==> config.mk <==
export PLATFORM = sky130hd
export DESIGN_NAME = usb_rwake_seq
export DESIGN_NICKNAME = d
export VERILOG_FILES = /design/src/rtl/usb_rwake_pkg.sv /design/src/rtl/rwake_dpath.sv /design/src/rtl/rwake_ctrl.sv /design/src/rtl/usb_rwake_seq.sv
export SDC_FILE = /design/constraint.sdc
export NUM_CORES = 1
export LEC_CHECK = 0
export BUFFER_PORTS_ARGS = -buffer_cell sky130_fd_sc_hd__buf_2
export CORE_MARGIN = 3
export CORE_UTILIZATION = 50
export DETAILED_ROUTE_END_ITERATION = 10
export GPL_ROUTABILITY_DRIVEN = 0
export GPL_TIMING_DRIVEN = 0
export MAX_ROUTING_LAYER = met4
export PLACE_DENSITY = 0.77
export SYNTH_ARGS = -nofsm -noshare
export SYNTH_HDL_FRONTEND = slang
export SYNTH_SLANG_ARGS = --single-unit
==> constraint.sdc <==
create_clock -name clk -period 2.9 [get_ports clk]
set_input_delay 0.145 -clock clk [delete_from_list [all_inputs] [get_ports clk]]
set_output_delay 0.145 -clock clk [all_outputs]
set_load 0.01 [all_outputs]
==> src/rtl/usb_rwake_pkg.sv <==
package usb_rwake_pkg;

  typedef enum logic [1:0] {
    LS_SE0 = 2'b00,
    LS_J   = 2'b01,
    LS_K   = 2'b10,
    LS_SE1 = 2'b11
  } lineState_t;

  // strobes from control to datapath
  typedef struct packed {
    logic restartDiv;  // zero the ms divider
    logic clrIdle;     // zero the idle ms counter
    logic startRsm;    // resume signaling begins this edge
    logic setEoRsm;    // end-of-resume pattern complete
  } dpStrobe_t;

  localparam logic [1:0] REG_WAKE = 2'd0;
  localparam logic [1:0] REG_DUR  = 2'd1;
  localparam logic [1:0] REG_FLAG = 2'd2;
  localparam logic [1:0] REG_IEN  = 2'd3;

endpackage

==> src/rtl/rwake_dpath.sv <==
module rwake_dpath
  import usb_rwake_pkg::*;
#(
  parameter int CLK_PER_MS   = 48000,
  parameter int IDLE_MS      = 5,
  parameter int CLKS_PER_BIT = 4,
  parameter int DATA_W       = 8,
  parameter int RSM_MS_DEF   = 2
) (
  input  logic              clk,
  input  logic              rstN,
  input  dpStrobe_t         strobe,
  input  logic              lineSe0,
  input  logic              suspendDet,
  input  logic              wrEn,
  input  logic [1:0]        wrAddr,
  input  logic [DATA_W-1:0] wrData,
  output logic              idleMet,
  output logic              rsmDone,
  output logic              se0Long,
  output logic              suspended,
  output logic              upRsmFlag,
  output logic              eoRsmFlag,
  output logic              irq
);

  localparam int DIV_W   = (CLK_PER_MS > 1) ? $clog2(CLK_PER_MS) : 1;
  localparam int IDLE_W  = $clog2(IDLE_MS + 1);
  localparam int SE0_MIN = 2 * CLKS_PER_BIT;
  localparam int SE0_W   = $clog2(SE0_MIN + 1);

  logic [DIV_W-1:0]  divCnt;
  logic [IDLE_W-1:0] idleMs;
  logic [DATA_W-1:0] rsmMs;
  logic [DATA_W-1:0] durReg;
  logic [DATA_W-1:0] durEff;
  logic [SE0_W-1:0]  se0Cnt;
  logic [1:0]        ienReg;
  logic              msTick;

  assign msTick = (divCnt == DIV_W'(CLK_PER_MS - 1));

  always_ff @(posedge clk) begin
    if (!rstN)                               divCnt <= '0;
    else if (strobe.restartDiv || msTick)    divCnt <= '0;
    else                                     divCnt <= divCnt + 1'b1;
  end

  always_ff @(posedge clk) begin
    if (!rstN || strobe.clrIdle)                       idleMs <= '0;
    else if (msTick && idleMs < IDLE_W'(IDLE_MS))      idleMs <= idleMs + 1'b1;
  end
  assign idleMet = (idleMs >= IDLE_W'(IDLE_MS));

  always_ff @(posedge clk) begin
    if (!rstN || strobe.startRsm) rsmMs <= '0;
    else if (msTick)              rsmMs <= rsmMs + 1'b1;
  end

  always_ff @(posedge clk) begin
    if (!rstN)                             durReg <= DATA_W'(RSM_MS_DEF);
    else if (wrEn && wrAddr == REG_DUR)    durReg <= wrData;
  end
  assign durEff  = (durReg == '0) ? DATA_W'(1) : durReg;
  assign rsmDone = msTick && (rsmMs == durEff - 1'b1);

  always_ff @(posedge clk) begin
    if (!rstN || !lineSe0)                    se0Cnt <= '0;
    else if (se0Cnt < SE0_W'(SE0_MIN))        se0Cnt <= se0Cnt + 1'b1;
  end
  assign se0Long = (se0Cnt >= SE0_W'(SE0_MIN));

  always_ff @(posedge clk) begin
    if (!rstN) begin
      suspended <= 1'b0;
      upRsmFlag <= 1'b0;
      eoRsmFlag <= 1'b0;
      ienReg    <= 2'b00;
    end else begin
      if (strobe.startRsm)  suspended <= 1'b0;
      else if (suspendDet)  suspended <= 1'b1;

      if (strobe.startRsm)                                  upRsmFlag <= 1'b1;
      else if (wrEn && wrAddr == REG_FLAG && wrData[0])     upRsmFlag <= 1'b0;

      if (strobe.setEoRsm)                                  eoRsmFlag <= 1'b1;
      else if (wrEn && wrAddr == REG_FLAG && wrData[1])     eoRsmFlag <= 1'b0;

      if (wrEn && wrAddr == REG_IEN) ienReg <= wrData[1:0];
    end
  end

  assign irq = |({eoRsmFlag, upRsmFlag} & ienReg);

  AST_RSM_SIDE_EFFECTS: assert property (@(posedge clk) disable iff (!rstN)
    strobe.startRsm |=> upRsmFlag && !suspended);
  AST_EOR_FLAG_SET: assert property (@(posedge clk) disable iff (!rstN)
    strobe.setEoRsm |=> eoRsmFlag);
  AST_IDLE_BOUND: assert property (@(posedge clk) disable iff (!rstN)
    idleMs <= IDLE_W'(IDLE_MS));

endmodule

==> src/rtl/rwake_ctrl.sv <==
module rwake_ctrl
  import usb_rwake_pkg::*;
(
  input  logic       clk,
  input  logic       rstN,
  input  logic       busIdle,
  input  lineState_t lineState,
  input  logic       wrEn,
  input  logic [1:0] wrAddr,
  input  logic       wrBit0,
  input  logic       suspended,
  input  logic       idleMet,
  input  logic       rsmDone,
  input  logic       se0Long,
  output dpStrobe_t  strobe,
  output logic       driveK,
  output logic       wakeReq
);

  typedef enum logic [1:0] {WK_OFF, WK_ARMED, WK_DRIVE} wkState_t;
  typedef enum logic [1:0] {EOR_IDLE, EOR_HOSTK, EOR_SE0} eorState_t;

  wkState_t  wkState, wkNext;
  eorState_t eorState, eorNext;
  logic      lineIdle, wakeSet, driving, startRsm;

  assign lineIdle = busIdle && (lineState == LS_J);
  assign wakeSet  = wrEn && (wrAddr == REG_WAKE) && wrBit0 && suspended;
  assign driving  = (wkState == WK_DRIVE);
  assign startRsm = (wkState == WK_ARMED) && idleMet;

  always_comb begin
    wkNext = wkState;
    case (wkState)
      WK_OFF:   if (wakeSet)  wkNext = WK_ARMED;
      WK_ARMED: if (idleMet)  wkNext = WK_DRIVE;
      WK_DRIVE: if (rsmDone)  wkNext = WK_OFF;
      default:                wkNext = WK_OFF;
    endcase
  end

  always_comb begin
    eorNext = eorState;
    case (eorState)
      EOR_IDLE:  if (lineState == LS_K && !driving) eorNext = EOR_HOSTK;
      EOR_HOSTK: begin
        if (lineState == LS_SE0)                               eorNext = EOR_SE0;
        else if (lineState == LS_J || lineState == LS_SE1)     eorNext = EOR_IDLE;
      end
      EOR_SE0: begin
        if (lineState == LS_K)                                 eorNext = EOR_HOSTK;
        else if (lineState == LS_J || lineState == LS_SE1)     eorNext = EOR_IDLE;
      end
      default: eorNext = EOR_IDLE;
    endcase
  end

  always_ff @(posedge clk) begin
    if (!rstN) begin
      wkState  <= WK_OFF;
      eorState <= EOR_IDLE;
    end else begin
      wkState  <= wkNext;
      eorState <= eorNext;
    end
  end

  always_comb begin
    strobe.startRsm   = startRsm;
    strobe.restartDiv = startRsm || (!driving && !lineIdle);
    strobe.clrIdle    = startRsm || driving || !lineIdle;
    strobe.setEoRsm   = (eorState == EOR_SE0) && (lineState == LS_J) && se0Long;
  end

  assign driveK  = driving;
  assign wakeReq = (wkState != WK_OFF);

  AST_ARM_ONLY_SUSPENDED: assert property (@(posedge clk) disable iff (!rstN)
    $rose(wakeReq) |-> $past(suspended));
  AST_DRIVE_AFTER_IDLE: assert property (@(posedge clk) disable iff (!rstN)
    $rose(driveK) |-> $past(idleMet));
  AST_DRIVE_END: assert property (@(posedge clk) disable iff (!rstN)
    $fell(driveK) |-> $past(rsmDone) && !wakeReq);

endmodule

==> src/rtl/usb_rwake_seq.sv <==
module usb_rwake_seq
  import usb_rwake_pkg::*;
#(
  parameter int CLK_PER_MS   = 48000,
  parameter int IDLE_MS      = 5,
  parameter int CLKS_PER_BIT = 4,
  parameter int DATA_W       = 8,
  parameter int RSM_MS_DEF   = 2
) (
  input  logic              clk,
  input  logic              rstN,
  input  logic              busIdle,
  input  logic [1:0]        lineState,
  input  logic              suspendDet,
  input  logic              wrEn,
  input  logic [1:0]        wrAddr,
  input  logic [DATA_W-1:0] wrData,
  output logic              driveK,
  output logic              wakeReq,
  output logic              suspended,
  output logic              upRsmFlag,
  output logic              eoRsmFlag,
  output logic              irq
);

  dpStrobe_t  strobe;
  lineState_t lineDec;
  logic       idleMet, rsmDone, se0Long;

  assign lineDec = lineState_t'(lineState);

  rwake_ctrl uCtrl (
    .clk       (clk),
    .rstN      (rstN),
    .busIdle   (busIdle),
    .lineState (lineDec),
    .wrEn      (wrEn),
    .wrAddr    (wrAddr),
    .wrBit0    (wrData[0]),
    .suspended (suspended),
    .idleMet   (idleMet),
    .rsmDone   (rsmDone),
    .se0Long   (se0Long),
    .strobe    (strobe),
    .driveK    (driveK),
    .wakeReq   (wakeReq)
  );

  rwake_dpath #(
    .CLK_PER_MS   (CLK_PER_MS),
    .IDLE_MS      (IDLE_MS),
    .CLKS_PER_BIT (CLKS_PER_BIT),
    .DATA_W       (DATA_W),
    .RSM_MS_DEF   (RSM_MS_DEF)
  ) uDpath (
    .clk        (clk),
    .rstN       (rstN),
    .strobe     (strobe),
    .lineSe0    (lineDec == LS_SE0),
    .suspendDet (suspendDet),
    .wrEn       (wrEn),
    .wrAddr     (wrAddr),
    .wrData     (wrData),
    .idleMet    (idleMet),
    .rsmDone    (rsmDone),
    .se0Long    (se0Long),
    .suspended  (suspended),
    .upRsmFlag  (upRsmFlag),
    .eoRsmFlag  (eoRsmFlag),
    .irq        (irq)
  );

endmodule

==> impl_summary.log <==
INFO  metric ff2ff_path_depth = 10
INFO  metric finalCritPeriodShare = 0.9137
INFO  metric pwr-share-seq = 0.601
INFO  metric cts.htree.levels = 2
INFO  metric syn_area = 2404 um2
INFO  metric cts_max_path_bufs = 2
INFO  metric worstPathBufferInverterCount = 1
INFO  metric critical_setup_path_kind = register to register
INFO  metric post_synth_num_cell_types = 46
INFO  metric tritoncts_num_sinks = 48
INFO  metric post_cts_buffers = 0
INFO  metric ctsRootBufferMaster = clkbuf_8
INFO  metric pwr_density_cell = 423.1 nW/um2
INFO  metric dieHeight = 75.34 um
INFO  metric synth_xor_area_frac = 0.1093
INFO  metric p_sw_frac = 0.2287
INFO  metric netlist_top_cells_area = dfxtp_1, nor2_1, xor2_1
INFO  metric detailedPlacementHpwl = 3453 um
INFO  metric worst_slew_pin_slew = 0.4615 ns
INFO  metric dr.first_iter.drc_count = 126
INFO  metric hp-class = input port to register
INFO  metric crit_path_max_fo = 8
INFO  metric setup.worst_path.end_class = register
INFO  metric critical_path.startpoint_type = register
INFO  metric critical_path.most_common_cell = nor2_1
INFO  metric grt.overflow.total = 0
INFO  metric synthesis.yosys.warnings = 0
INFO  metric drt-vias-per-instance = 5.477
INFO  metric remaining_max_slew_budget_at_the_tightest_pin = 0.6924
INFO  metric synthesized_instance_count = 284
INFO  metric cp_cell_sequence = or4_1 -> nor2_1 -> nor2_1 -> ha_1 -> clkbuf_1 -> or2b_1 -> a21boi_0 -> o31ai_1 -> nor4_1 -> a21oi_1
INFO  metric antenna_cells = 0
INFO  metric synthDominantCellAreaShare = 0.3998
INFO  metric drt_met1_wl = 2206 um
INFO  metric global_route.usage.total = 0.1872
INFO  metric worstReg2RegStart = uDpath.durReg[2]$_SDFFE_PN0P_
INFO  metric synth_simple_gate_area_frac = 0.3019
INFO  metric fp-row-count = 24
INFO  metric critPathTopFamily = simple AND/OR/NAND/NOR gates
INFO  metric post-route-worst-setup-slack = 0.2502 ns
INFO  metric route.detailed.wl_per_inst = 12.60 um
INFO  metric full_die_area = 5675 um2
INFO  metric grt_pass1_wl = 8107 um
INFO  metric total_of_hold_buffers_inserted_after_clock_tree_synthesis = 0
INFO  metric synth.largest_area_cell = dfxtp_1
INFO  metric cap_violations = 0
INFO  metric design.core.area = 4504 um2
INFO  metric pre_repair_dr_iteration_count = 4
INFO  metric power.net_switching = 257.0 uW
INFO  metric period_needed = 2.650 ns
INFO  metric placement.io_buffers = 22
INFO  metric io_pins = 23
INFO  metric wirelength = 4598 um
INFO  metric grt_pass1_vias = 1852
INFO  metric dr_total_vias = 1999
INFO  metric ir_worst_vdd = 292.6 uV
INFO  metric yosys_most_used_dff = dfxtp_1
INFO  metric fin_setup_tns = 0 ns
INFO  metric slowest_delay = 0.62 ns
INFO  metric drc = 0
INFO  metric final_cell_utilization_of_the_core = 0.5897
INFO  metric route.antenna.remaining_nets = 0
INFO  metric ys_seq_elements = 48
INFO  metric synth_edf_count = 0
INFO  metric starting_density = 0.5336
INFO  metric worst_r2r_endpoint = uCtrl.wkState[1]$_SDFFE_PN0P_
INFO  metric cp_data_arrival_time = 2.83 ns
INFO  metric drv_slew = 0
INFO  metric synthesis.nets = 308
INFO  metric cell_internal_power_dissipation = 866.8 uW
INFO  metric initial_antenna_violation_count = 0
INFO  metric worst_path_max_delay_cell = or4_1
INFO  metric hold-path-endpoint = uDpath.suspended$_SDFFE_PP0P_
INFO  metric worst_hold_path.num_cells = 3
INFO  metric tritoncts_clock_tree = yes
INFO  metric sequential_fraction_of_the_synthesis_area = 0.3998
INFO  metric postCtsResizedCells = 0
INFO  metric pwr-share-comb = 0.072
INFO  metric synthesis.area_per_instance = 8.463 um2
INFO  metric min_from = suspendDet
INFO  metric floorplan.die.width = 75.34 um
INFO  metric synth_top_family_by_area = simple AND/OR/NAND/NOR gates
INFO  metric insertion_delay = 0.29 ns
INFO  metric cts.reportedPaths.clkPinSlew = 0.08 ns
INFO  metric fin_skew = 0.003938 ns
INFO  metric growth_of_design_area_from_synthesis_to_finish = 10.52%
INFO  metric postSynth.asyncResetShare = 0
INFO  metric data_required_time_at_the_worst_endpoint = 3.08 ns
INFO  metric muxShareOfSynthArea = 0.02134
INFO  metric synth_compound_area_frac = 0.1005
INFO  metric pin_count_of_the_biggest_net_entering_global_routing = 14
INFO  metric rrSetupSlack = 0.25 ns
INFO  metric final.fill_count = 429
INFO  metric status = complete, no violations
INFO  metric layout-drive-gt1-share = 0.1150
INFO  metric synth_adder_area_share = 0.03644
INFO  metric leakagePower = 1.034 nW
INFO  metric grt_setup_unrepaired = false
INFO  metric post-place-ws = 0.2529 ns
INFO  metric met3_wirelength = 160 um
INFO  metric route.met2.wl = 2171 um
INFO  metric top_signal_layer_used = met4
INFO  metric setup_violations = 0
INFO  metric finalHoldViolCount = 0
INFO  metric tritoncts.num_buffers = 5
INFO  metric pwr-share-clk = 0.327
INFO  metric timing.fmax = 377.4 MHz
INFO  metric final_nets = 337
## layout make-up
class | count | area (um2) | area share
flip-flops and latches | 48 | 960.9 | 0.3618
clock inverters | 1 | 5.005 | 0.001884
multi-input cells | 217 | 1369 | 0.5153
plain buffers | 11 | 43.79 | 0.01649
well taps | 52 | 65.06 | 0.02449
inverters | 8 | 30.03 | 0.01130
clock buffers | 6 | 72.57 | 0.02732
repair buffers | 22 | 110.1 | 0.04145
## power by group through the flow
stage	registers, mW	logic, mW	clock network (mW)
floorplan	0.689	0.0527	0
global placement	0.691	0.0779	0
detailed placement	0.691	0.0802	0
CTS	0.676	0.0808	0.380
global route	0.677	0.0915	0.411
finish	0.676	0.0806	0.368
## worst register-to-register path, stage by stage, from the launching register on
cell and delay [ns]:
dfxtp_1 0.38, or4_1 0.62, nor2_1 0.17, nor2_1 0.06, ha_1 0.20, clkbuf_1 0.19
or2b_1 0.26, a21boi_0 0.18, o31ai_1 0.13, nor4_1 0.26, a21oi_1 0.09
## layer usage
layer	GRT usage	vias to the layer above
met5	-	-
met4	0.05631	0
met3	0.03694	5
met2	0.3030	35
met1	0.2367	921
li1	-	1038
## worst max path at each step
stage,end,depth (start not counted),from
final,uCtrl.wkState[1]$_SDFFE_PN0P_,10,uDpath.durReg[2]$_SDFFE_PN0P_
after global routing,uCtrl.wkState[1]$_SDFFE_PN0P_,10,uDpath.durReg[2]$_SDFFE_PN0P_
after global placement,uCtrl.wkState[1]$_SDFFE_PN0P_,10,uDpath.durReg[2]$_SDFFE_PN0P_
after floorplan,uCtrl.wkState[1]$_SDFFE_PN0P_,10,uDpath.durReg[2]$_SDFFE_PN0P_
after CTS,uCtrl.wkState[1]$_SDFFE_PN0P_,10,uDpath.durReg[2]$_SDFFE_PN0P_
after detailed placement,uCtrl.wkState[1]$_SDFFE_PN0P_,10,uDpath.durReg[2]$_SDFFE_PN0P_
## cell usage after synthesis (all sizes together), types with 2 or more instances
master  number
o31ai        4
nor2b        5
o21ai        2
ha           7
nand2       23
xnor2       13
inv          8
buf          2
and3         6
and4         4
nor2        44
dfxtp       48
nand2b       4
nor3         7
nand3b       2
a21oi        7
or4          2
nand4        8
o32ai        2
xor2        17
a21boi       9
nor4         2
or2          4
nand3       15
and2         4
nand4b       3
clkbuf       9
mux2i        4
or3          3
a211oi       2
## through the flow
step | hold WS [ns] | power [mW] | std cells | instance area [um2]
after floorplan | 0.2608 | 0.7419 | 284 | 2404
final | 0.06833 | 1.124 | 365 | 2656
after global routing | 0.07985 | 1.180 | 365 | 2656
after global placement | 0.3580 | 0.7688 | 358 | 2579
after CTS | 0.06267 | 1.136 | 365 | 2656
after detailed placement | 0.3735 | 0.7716 | 358 | 2579
## logic make-up (layout without fill, tap and decap cells)
kind of cell               after synthesis  count (layout)
and+or+nand+nor                        141             141
buffers and inverters                   19              48
adders and majority gates                7               7
DFF                                     48              48
AOI/OAI and AO/OA                       34              34
xor gates and xnor gates                30              30
muxes                                    5               5
## registers in the layout, indices dropped and copies added (netlist names)
| register | count |
|---|---|
| uDpath.ienReg | 2 |
| uDpath.rsmMs | 8 |
| uDpath.suspended | 1 |
| uDpath.idleMs | 3 |
| uDpath.durReg | 8 |
| uDpath.se0Cnt | 4 |
| uCtrl.wkState | 2 |
| uDpath.divCnt | 16 |
| uDpath.upRsmFlag | 1 |
| uCtrl.eorState | 2 |
| uDpath.eoRsmFlag | 1 |
## cell usage in the layout, fill, tap and decap left out, types with 2 or more instances in the layout
| master | count |
|---|---|
| xor2_1 | 17 |
| nor3_1 | 7 |
| mux2i_1 | 4 |
| ha_1 | 7 |
| and2_1 | 4 |
| a211oi_1 | 2 |
| o21ai_0 | 2 |
| nand3b_1 | 2 |
| a21oi_1 | 7 |
| clkbuf_8 | 5 |
| nor4_1 | 2 |
| nand2_1 | 23 |
| and3_1 | 6 |
| or3_1 | 2 |
| buf_2 | 24 |
| and4_1 | 4 |
| inv_1 | 8 |
| nand4_1 | 8 |
| o31ai_1 | 4 |
| a21boi_0 | 9 |
| nand3_1 | 15 |
| nand4b_1 | 3 |
| nor2b_1 | 5 |
| clkbuf_1 | 10 |
| dfxtp_1 | 48 |
| o32ai_1 | 2 |
| or4_1 | 2 |
| or2_2 | 3 |
| nor2_1 | 44 |
| nand2b_1 | 4 |
| xnor2_1 | 13 |
Note: power is estimated with default switching activity, not from simulation.
